[src/rtl/intc_pkg.sv]
package intc_pkg;
  typedef enum logic [1:0] {
    REG_EVENT  = 2'd0,
    REG_ENABLE = 2'd1,
    REG_ACK    = 2'd2,
    REG_LEVEL  = 2'd3
  } intc_reg_e;
endpackage

[src/rtl/intc_sync.sv]
module intc_sync #(
  parameter int W = 32
) (
  input  logic         clk_i,
  input  logic         rst_ni,
  input  logic [W-1:0] d_i,
  output logic [W-1:0] q_o
);
  logic [W-1:0] s1_q, s2_q;

  always_ff @(posedge clk_i or negedge rst_ni) begin
    if (!rst_ni) begin
      s1_q <= '0;
      s2_q <= '0;
    end else begin
      s1_q <= d_i;
      s2_q <= s1_q;
    end
  end

  assign q_o = s2_q;
endmodule

[src/rtl/intc_bank.sv]
module intc_bank
  import intc_pkg::*;
#(
  parameter int           W        = 32,
  parameter logic [W-1:0] LVL_MASK = '0
) (
  input  logic         clk_i,
  input  logic         rst_ni,
  input  logic [W-1:0] src_i,
  input  logic         wr_i,
  input  intc_reg_e    wreg_i,
  input  logic [W-1:0] wdata_i,
  output logic [W-1:0] evt_o,
  output logic [W-1:0] en_o,
  output logic [W-1:0] pend_o
);
  logic [W-1:0] evt_q, en_q, prev_q;
  logic [W-1:0] rise, ack, evt_d, en_d;

  // edge capture only for enabled edge-type bits
  assign rise = src_i & ~prev_q & en_q & ~LVL_MASK;
  assign ack  = (wr_i && wreg_i == REG_ACK) ? wdata_i : '0;
  assign en_d = (wr_i && wreg_i == REG_ENABLE) ? wdata_i : en_q;
  // new edge beats acknowledge
  assign evt_d = (evt_q & ~ack) | rise;

  always_ff @(posedge clk_i or negedge rst_ni) begin
    if (!rst_ni) begin
      evt_q  <= '0;
      en_q   <= '0;
      prev_q <= '0;
    end else begin
      evt_q  <= evt_d;
      en_q   <= en_d;
      prev_q <= src_i;
    end
  end

  assign evt_o  = evt_q;
  assign en_o   = en_q;
  assign pend_o = (evt_q | (src_i & LVL_MASK)) & en_q;
endmodule

[src/rtl/intc_prio.sv]
module intc_prio #(
  parameter int W     = 32,
  parameter int IDX_W = $clog2(W)
) (
  input  logic [W-1:0]     vec_i,
  output logic             valid_o,
  output logic [IDX_W-1:0] idx_o
);
  always_comb begin
    idx_o = '0;
    for (int i = 0; i < W; i++) begin
      if (vec_i[i]) idx_o = IDX_W'(i);
    end
  end

  assign valid_o = |vec_i;
endmodule

[src/rtl/intc_top.sv]
module intc_top
  import intc_pkg::*;
#(
  parameter int              NUM_BANKS    = 2,
  parameter int              SRC_W        = 32,
  parameter int              ADDR_W       = 5,
  parameter int              CASC_SRC     = 30,
  parameter logic [SRC_W-1:0] LVL_MASK_PRI = 32'h1ff0_0000,
  parameter logic [SRC_W-1:0] LVL_MASK_SEC = 32'h1ff0_0000
) (
  input  logic                                  clk_i,
  input  logic                                  rst_ni,
  input  logic [NUM_BANKS*SRC_W-1:0]            src_i,
  input  logic                                  sel_i,
  input  logic                                  we_i,
  input  logic [ADDR_W-1:0]                     addr_i,
  input  logic [SRC_W-1:0]                      wdata_i,
  output logic [SRC_W-1:0]                      rdata_o,
  output logic                                  rvalid_o,
  output logic                                  irq_o,
  output logic                                  pend_valid_o,
  output logic [$clog2(NUM_BANKS*SRC_W)-1:0]    pend_idx_o
);
  localparam int TOT    = NUM_BANKS * SRC_W;
  localparam int IDX_W  = $clog2(TOT);
  localparam int SIDX_W = $clog2(SRC_W);
  localparam int BSEL_W = ADDR_W - 4;
  localparam logic [SRC_W-1:0] CASC_BIT =
      (NUM_BANKS > 1) ? (SRC_W'(1) << CASC_SRC) : '0;
  localparam logic [SRC_W-1:0] LVL_P_EFF = LVL_MASK_PRI | CASC_BIT;

  logic [TOT-1:0]   src_sync;
  logic             casc_irq;
  logic [BSEL_W-1:0] bsel;
  intc_reg_e        rsel;

  logic [SRC_W-1:0]  bank_src  [NUM_BANKS];
  logic [SRC_W-1:0]  bank_evt  [NUM_BANKS];
  logic [SRC_W-1:0]  bank_en   [NUM_BANKS];
  logic [SRC_W-1:0]  bank_pend [NUM_BANKS];
  logic              bank_vld  [NUM_BANKS];
  logic [SIDX_W-1:0] bank_idx  [NUM_BANKS];

  logic [SRC_W-1:0] pri_evt, pri_en;
  logic [SRC_W-1:0] rdata_q;
  logic             rvalid_q;

  assign bsel = addr_i[ADDR_W-1:4];
  assign rsel = intc_reg_e'(addr_i[3:2]);

  intc_sync #(.W(TOT)) u_sync (
    .clk_i  (clk_i),
    .rst_ni (rst_ni),
    .d_i    (src_i),
    .q_o    (src_sync)
  );

  for (genvar b = 0; b < NUM_BANKS; b++) begin : g_bank
    logic [SRC_W-1:0] src_b, evt_b, en_b, pend_b;
    logic             vld_b;
    logic [SIDX_W-1:0] idx_b;

    if (b == 0 && NUM_BANKS > 1) begin : g_casc_in
      always_comb begin
        src_b = src_sync[SRC_W-1:0];
        src_b[CASC_SRC] = casc_irq;
      end
    end else begin : g_plain_in
      assign src_b = src_sync[b*SRC_W +: SRC_W];
    end

    if (b == 1) begin : g_casc_out
      assign casc_irq = |pend_b;
    end

    intc_bank #(
      .W        (SRC_W),
      .LVL_MASK ((b == 0) ? LVL_P_EFF : LVL_MASK_SEC)
    ) u_bank (
      .clk_i   (clk_i),
      .rst_ni  (rst_ni),
      .src_i   (src_b),
      .wr_i    (sel_i && we_i && (int'(bsel) == b)),
      .wreg_i  (rsel),
      .wdata_i (wdata_i),
      .evt_o   (evt_b),
      .en_o    (en_b),
      .pend_o  (pend_b)
    );

    intc_prio #(.W(SRC_W), .IDX_W(SIDX_W)) u_prio (
      .vec_i   (pend_b),
      .valid_o (vld_b),
      .idx_o   (idx_b)
    );

    assign bank_src[b]  = src_b;
    assign bank_evt[b]  = evt_b;
    assign bank_en[b]   = en_b;
    assign bank_pend[b] = pend_b;
    assign bank_vld[b]  = vld_b;
    assign bank_idx[b]  = idx_b;
  end

  if (NUM_BANKS < 2) begin : g_no_casc
    assign casc_irq = 1'b0;
  end

  // higher bank wins
  always_comb begin
    pend_valid_o = 1'b0;
    pend_idx_o   = '0;
    for (int b = 0; b < NUM_BANKS; b++) begin
      if (bank_vld[b]) begin
        pend_valid_o = 1'b1;
        pend_idx_o   = IDX_W'(b * SRC_W) + IDX_W'(bank_idx[b]);
      end
    end
  end

  assign irq_o   = |bank_pend[0];
  assign pri_evt = bank_evt[0];
  assign pri_en  = bank_en[0];

  always_ff @(posedge clk_i or negedge rst_ni) begin
    if (!rst_ni) begin
      rdata_q  <= '0;
      rvalid_q <= 1'b0;
    end else begin
      rvalid_q <= sel_i && !we_i;
      if (sel_i && !we_i) begin
        rdata_q <= '0;
        for (int b = 0; b < NUM_BANKS; b++) begin
          if (int'(bsel) == b) begin
            case (rsel)
              REG_EVENT:  rdata_q <= bank_evt[b];
              REG_ENABLE: rdata_q <= bank_en[b];
              REG_LEVEL:  rdata_q <= bank_src[b];
              default:    rdata_q <= '0;
            endcase
          end
        end
      end
    end
  end

  assign rdata_o  = rdata_q;
  assign rvalid_o = rvalid_q;
endmodule

[config.mk]
export PLATFORM = sky130hd
export DESIGN_NAME = intc_top
export DESIGN_NICKNAME = d
export VERILOG_FILES = /design/src/rtl/intc_pkg.sv /design/src/rtl/intc_sync.sv /design/src/rtl/intc_bank.sv /design/src/rtl/intc_prio.sv /design/src/rtl/intc_top.sv
export SDC_FILE = /design/constraint.sdc
export NUM_CORES = 1
export LEC_CHECK = 0
export BUFFER_PORTS_ARGS = -buffer_cell sky130_fd_sc_hd__buf_2
export CELL_PAD_IN_SITES_DETAIL_PLACEMENT = 1
export CELL_PAD_IN_SITES_GLOBAL_PLACEMENT = 1
export CORE_UTILIZATION = 51
export CTS_BUF_LIST = sky130_fd_sc_hd__clkbuf_16
export CTS_CLUSTER_DIAMETER = 60
export DETAILED_ROUTE_END_ITERATION = 10
export PLACE_DENSITY = 0.95
export REMOVE_ABC_BUFFERS = 1
export SYNTH_ARGS = -nofsm -noshare
export SYNTH_HDL_FRONTEND = slang
export SYNTH_SLANG_ARGS = --single-unit
[constraint.sdc]
create_clock -name clk_i -period 3.87 [get_ports clk_i]
set_clock_uncertainty 0.05 [all_clocks]
set_input_delay 0.1935 -clock clk_i [delete_from_list [all_inputs] [get_ports clk_i]]
set_output_delay 0.1935 -clock clk_i [all_outputs]
set_load 0.05 [all_outputs]
==> flow_summary.yaml <==
outcome:
  status: "finished, final reports clean"
sta:
  fmax_mhz: 282
  slew_viol_final: 0
  fin_crit_sh: 0.918
  fin_crit_ns: 3.55
  holdWs_ns: 0.254
  tightest_slew_ns: 0.954
  rsz0062_at_grt: "no"
  finalSetupViolations: 0
  tns_ns: 0
  relSlewSlack: 0.364
  finalHoldViolCount: 0
worst_setup_path:
  r2r-start: "g_bank[1].u_bank.en_o[10]$_DFFE_PN0P_"
  cp-start-kind: "flip-flop"
  crit_type: "flip-flop to primary output"
  end_kind: "primary output"
  r2r-end: "rdata_o[30]$_DFFE_PN0P_"
  r2r_slack_ns: 1.15
  cp.arrival_ns: 3.31
  path_max_fanout: 6
  reg2reg_depth: 7
  cp.required_ns: 3.63
floorplan:
  io_pins: 146
  dieArea_um2: 26300
  initial_utilization: 0.519
  dieWidth_um: 162
  row_count: 58
  core_area_um2: 25200
  chipHeight_um: 162
cts:
  cts_buffer_depth: 3
  path_clk_slew_ns: 0.07
  cts.sinks: 332
  cts_resized: 0
  ctsRootBufferMaster: "clkbuf_16"
  cts_setup_buffers: 0
  clk_latency_ns: 0.54
  cts_tree: "built"
  cts_max_level: 2
  ctsHoldBuffers: 98
  cts_made_buffers: 37
synth:
  yosys.area.top_type: "dfrtp_1"
  syn_area_um2: 13100
  synth_most_common_cell: "dfrtp_1"
  synth-main-ff-cell: "dfrtp_1"
  synthMuxAreaShare: 0.109
  synth_warnings: 0
  yosysTopAreaCellShare: 0.636
  synthSimpleGateAreaFrac: 0.0931
  synthTopCellsByCount: "dfrtp_1, nand2_1, mux2_2"
  synth_compound_area_frac: 0.144
  synth_cell_types: 55
  ys_ff_latch: 332
  post_synth_main_area_contributors: "dfrtp_1, mux2_2, nand2_1"
  synth_edf_count: 0
  avgSynthCellArea_um2: 12.4
  synth-xor-area-share: 0
  synthCells: 1056
  ys_async_sr_fraction: 1.00
  synth_top_family_by_area: "compound AO/OA/AOI/OAI gates"
  synthAdderAreaFrac: 0
  ys_seq_area_frac: 0.636
min_path:
  hold_depth: 2
  hold_class: "input pin to flip-flop"
  min-delay-start: "src_i[45]"
  worstHoldEndpoint: "u_sync.s1_q[45]$_DFF_PN0_"
power:
  power_density_nw_per_um2: 597
  finalPower_uw: 9730
  p_leak_uw: 0.00741
  vdd_drop_max_v: 0.000463
grt:
  grt_max_degree: 129
  grt_pass1_wl_um: 71000
  antenna_found_initial: 2
  grt_pass1_vias: 11801
  track_usage: 0.361
  overflow: 0
detailed_routing:
  routedWlPerCell_um: 27.9
  avgViaCountPerCell: 6.43
  ant_nets: 0
  dr.pass1.iters: 7
  drt_iter0_markers: 1363
  drc: 0
  postRouteWirelength_um: 46200
  via_count: 10653
layout:
  utilization: 0.648
  drive_gt1_frac: 0.268
  stdcell_area_um2: 16300
  syn2layout_area_growth_pct: 24.8
  final_nets: 1405
placement:
  post_dp_cell_area_um2: 14200
  place.port_buffers: 142
  gp_congestion: 0.902
  dp_hpwl_um: 24500
run:
  maxCapViolations: 0
metrics by stage:
stage / setup slack, ns / cells
after detailed placement: 1.13 / 1493
after floorplan: 0.943 / 1006
after global placement: 1.19 / 1493
final: 0.318 / 1657
after CTS: 0.511 / 1656
after global routing: 0.332 / 1657
layout make-up:
| type | count | area (um^2) |
|---|---|---|
| Timing Repair Buffer | 255 | 1850 |
| Multi-Input combinational cell | 666 | 4550 |
| Clock buffer | 37 | 926 |
| Antenna cell | 1 | 2.50 |
| Inverter | 8 | 30.0 |
| Tap cell | 330 | 413 |
| Clock inverter | 28 | 238 |
| Sequential cell | 332 | 8310 |
| Fill cell | 2468 | 8870 |
worst max-delay path, cell delays in order (launching register included):
cell,delay [ns]
dfrtp_1,0.47
a22oi_1,0.41
nand4_1,0.39
nor3_1,0.47
nand4_1,0.21
nor2_2,0.18
or2_4,0.16
o2111ai_1,0.20
buf_2,0.27
layer usage:
layer,track usage,wire length [um]
met4,0.207,2940
met2,0.613,22900
met1,0.430,16800
met5,0.00189,0
met3,0.0712,3570
report_power, final:
part / internal (uW) / leakage, uW / switching (uW)
sequential: 3860 / 0.00391 / 459
clock: 2010 / 0.000602 / 1490
combinational: 712 / 0.00290 / 1200
flip-flops by register name, indices dropped and copies added, names as in the netlist:
register,cells
g_bank.u_bank.en_o,64
g_bank.u_bank.evt_o,64
g_bank.u_bank.prev_q,45
rdata_o,32
rvalid_o,1
u_sync.q_o,63
u_sync.s1_q,63
worst max-delay path by stage:
stage | endpoint | startpoint | slack [ns] | cells past startpoint
finish | pend_idx_o[1] | g_bank[0].u_bank.en_o[11]$_DFFE_PN0P_ | 0.32 | 8
floorplan | rdata_o[10]$_DFFE_PN0P_ | addr_i[3] | 0.94 | 4
detailed placement | pend_idx_o[0] | g_bank[1].u_bank.en_o[10]$_DFFE_PN0P_ | 1.13 | 7
CTS | pend_idx_o[1] | g_bank[0].u_bank.en_o[11]$_DFFE_PN0P_ | 0.51 | 8
global route | pend_idx_o[1] | g_bank[0].u_bank.en_o[11]$_DFFE_PN0P_ | 0.33 | 8
global placement | pend_idx_o[0] | g_bank[1].u_bank.en_o[14]$_DFFE_PN0P_ | 1.19 | 7
placed cells by master (no fill, tap or decap), types with 2 or more instances in the layout:
cell type      netlist  layout
o21ai_1             25      25
nand4_1              6       6
a31oi_1             27      27
o21ai_0             45      45
nor3_2               1       2
o21ai_4              3       3
a221oi_1            33      33
and2_1               3       3
buf_12               0       3
nor2_1               9       7
buf_2               13     141
nand2_1            221     221
a22oi_1             29      29
inv_1                8      15
clkbuf_16            0      37
a22o_1              37      37
a211oi_1             2       2
dlygate4sd3_1        0      98
a32oi_1              2       2
buf_4                1      12
clkinv_2             0       6
clkinv_1             0       7
a32o_1               3       3
inv_6                0       3
nand2b_1             3       3
a21boi_0            22      22
mux2_2             126     126
nor2_2               1       2
nor3_1               3       2
dfrtp_1            332     332
a21oi_1             22      22
nand3_1             16      16
bufinv_16            0       4
cell families (layout without fill, tap and decap cells):
logic type / count (synthesis) / after routing
flip-flops: 332 / 332
buffers and inverters: 58 / 328
multiplexers: 127 / 127
AND/OR/NAND/NOR: 277 / 277
other: 0 / 1
AO/OA/AOI/OAI: 262 / 262
No activity file was read; power rests on OpenSTA's default activity.
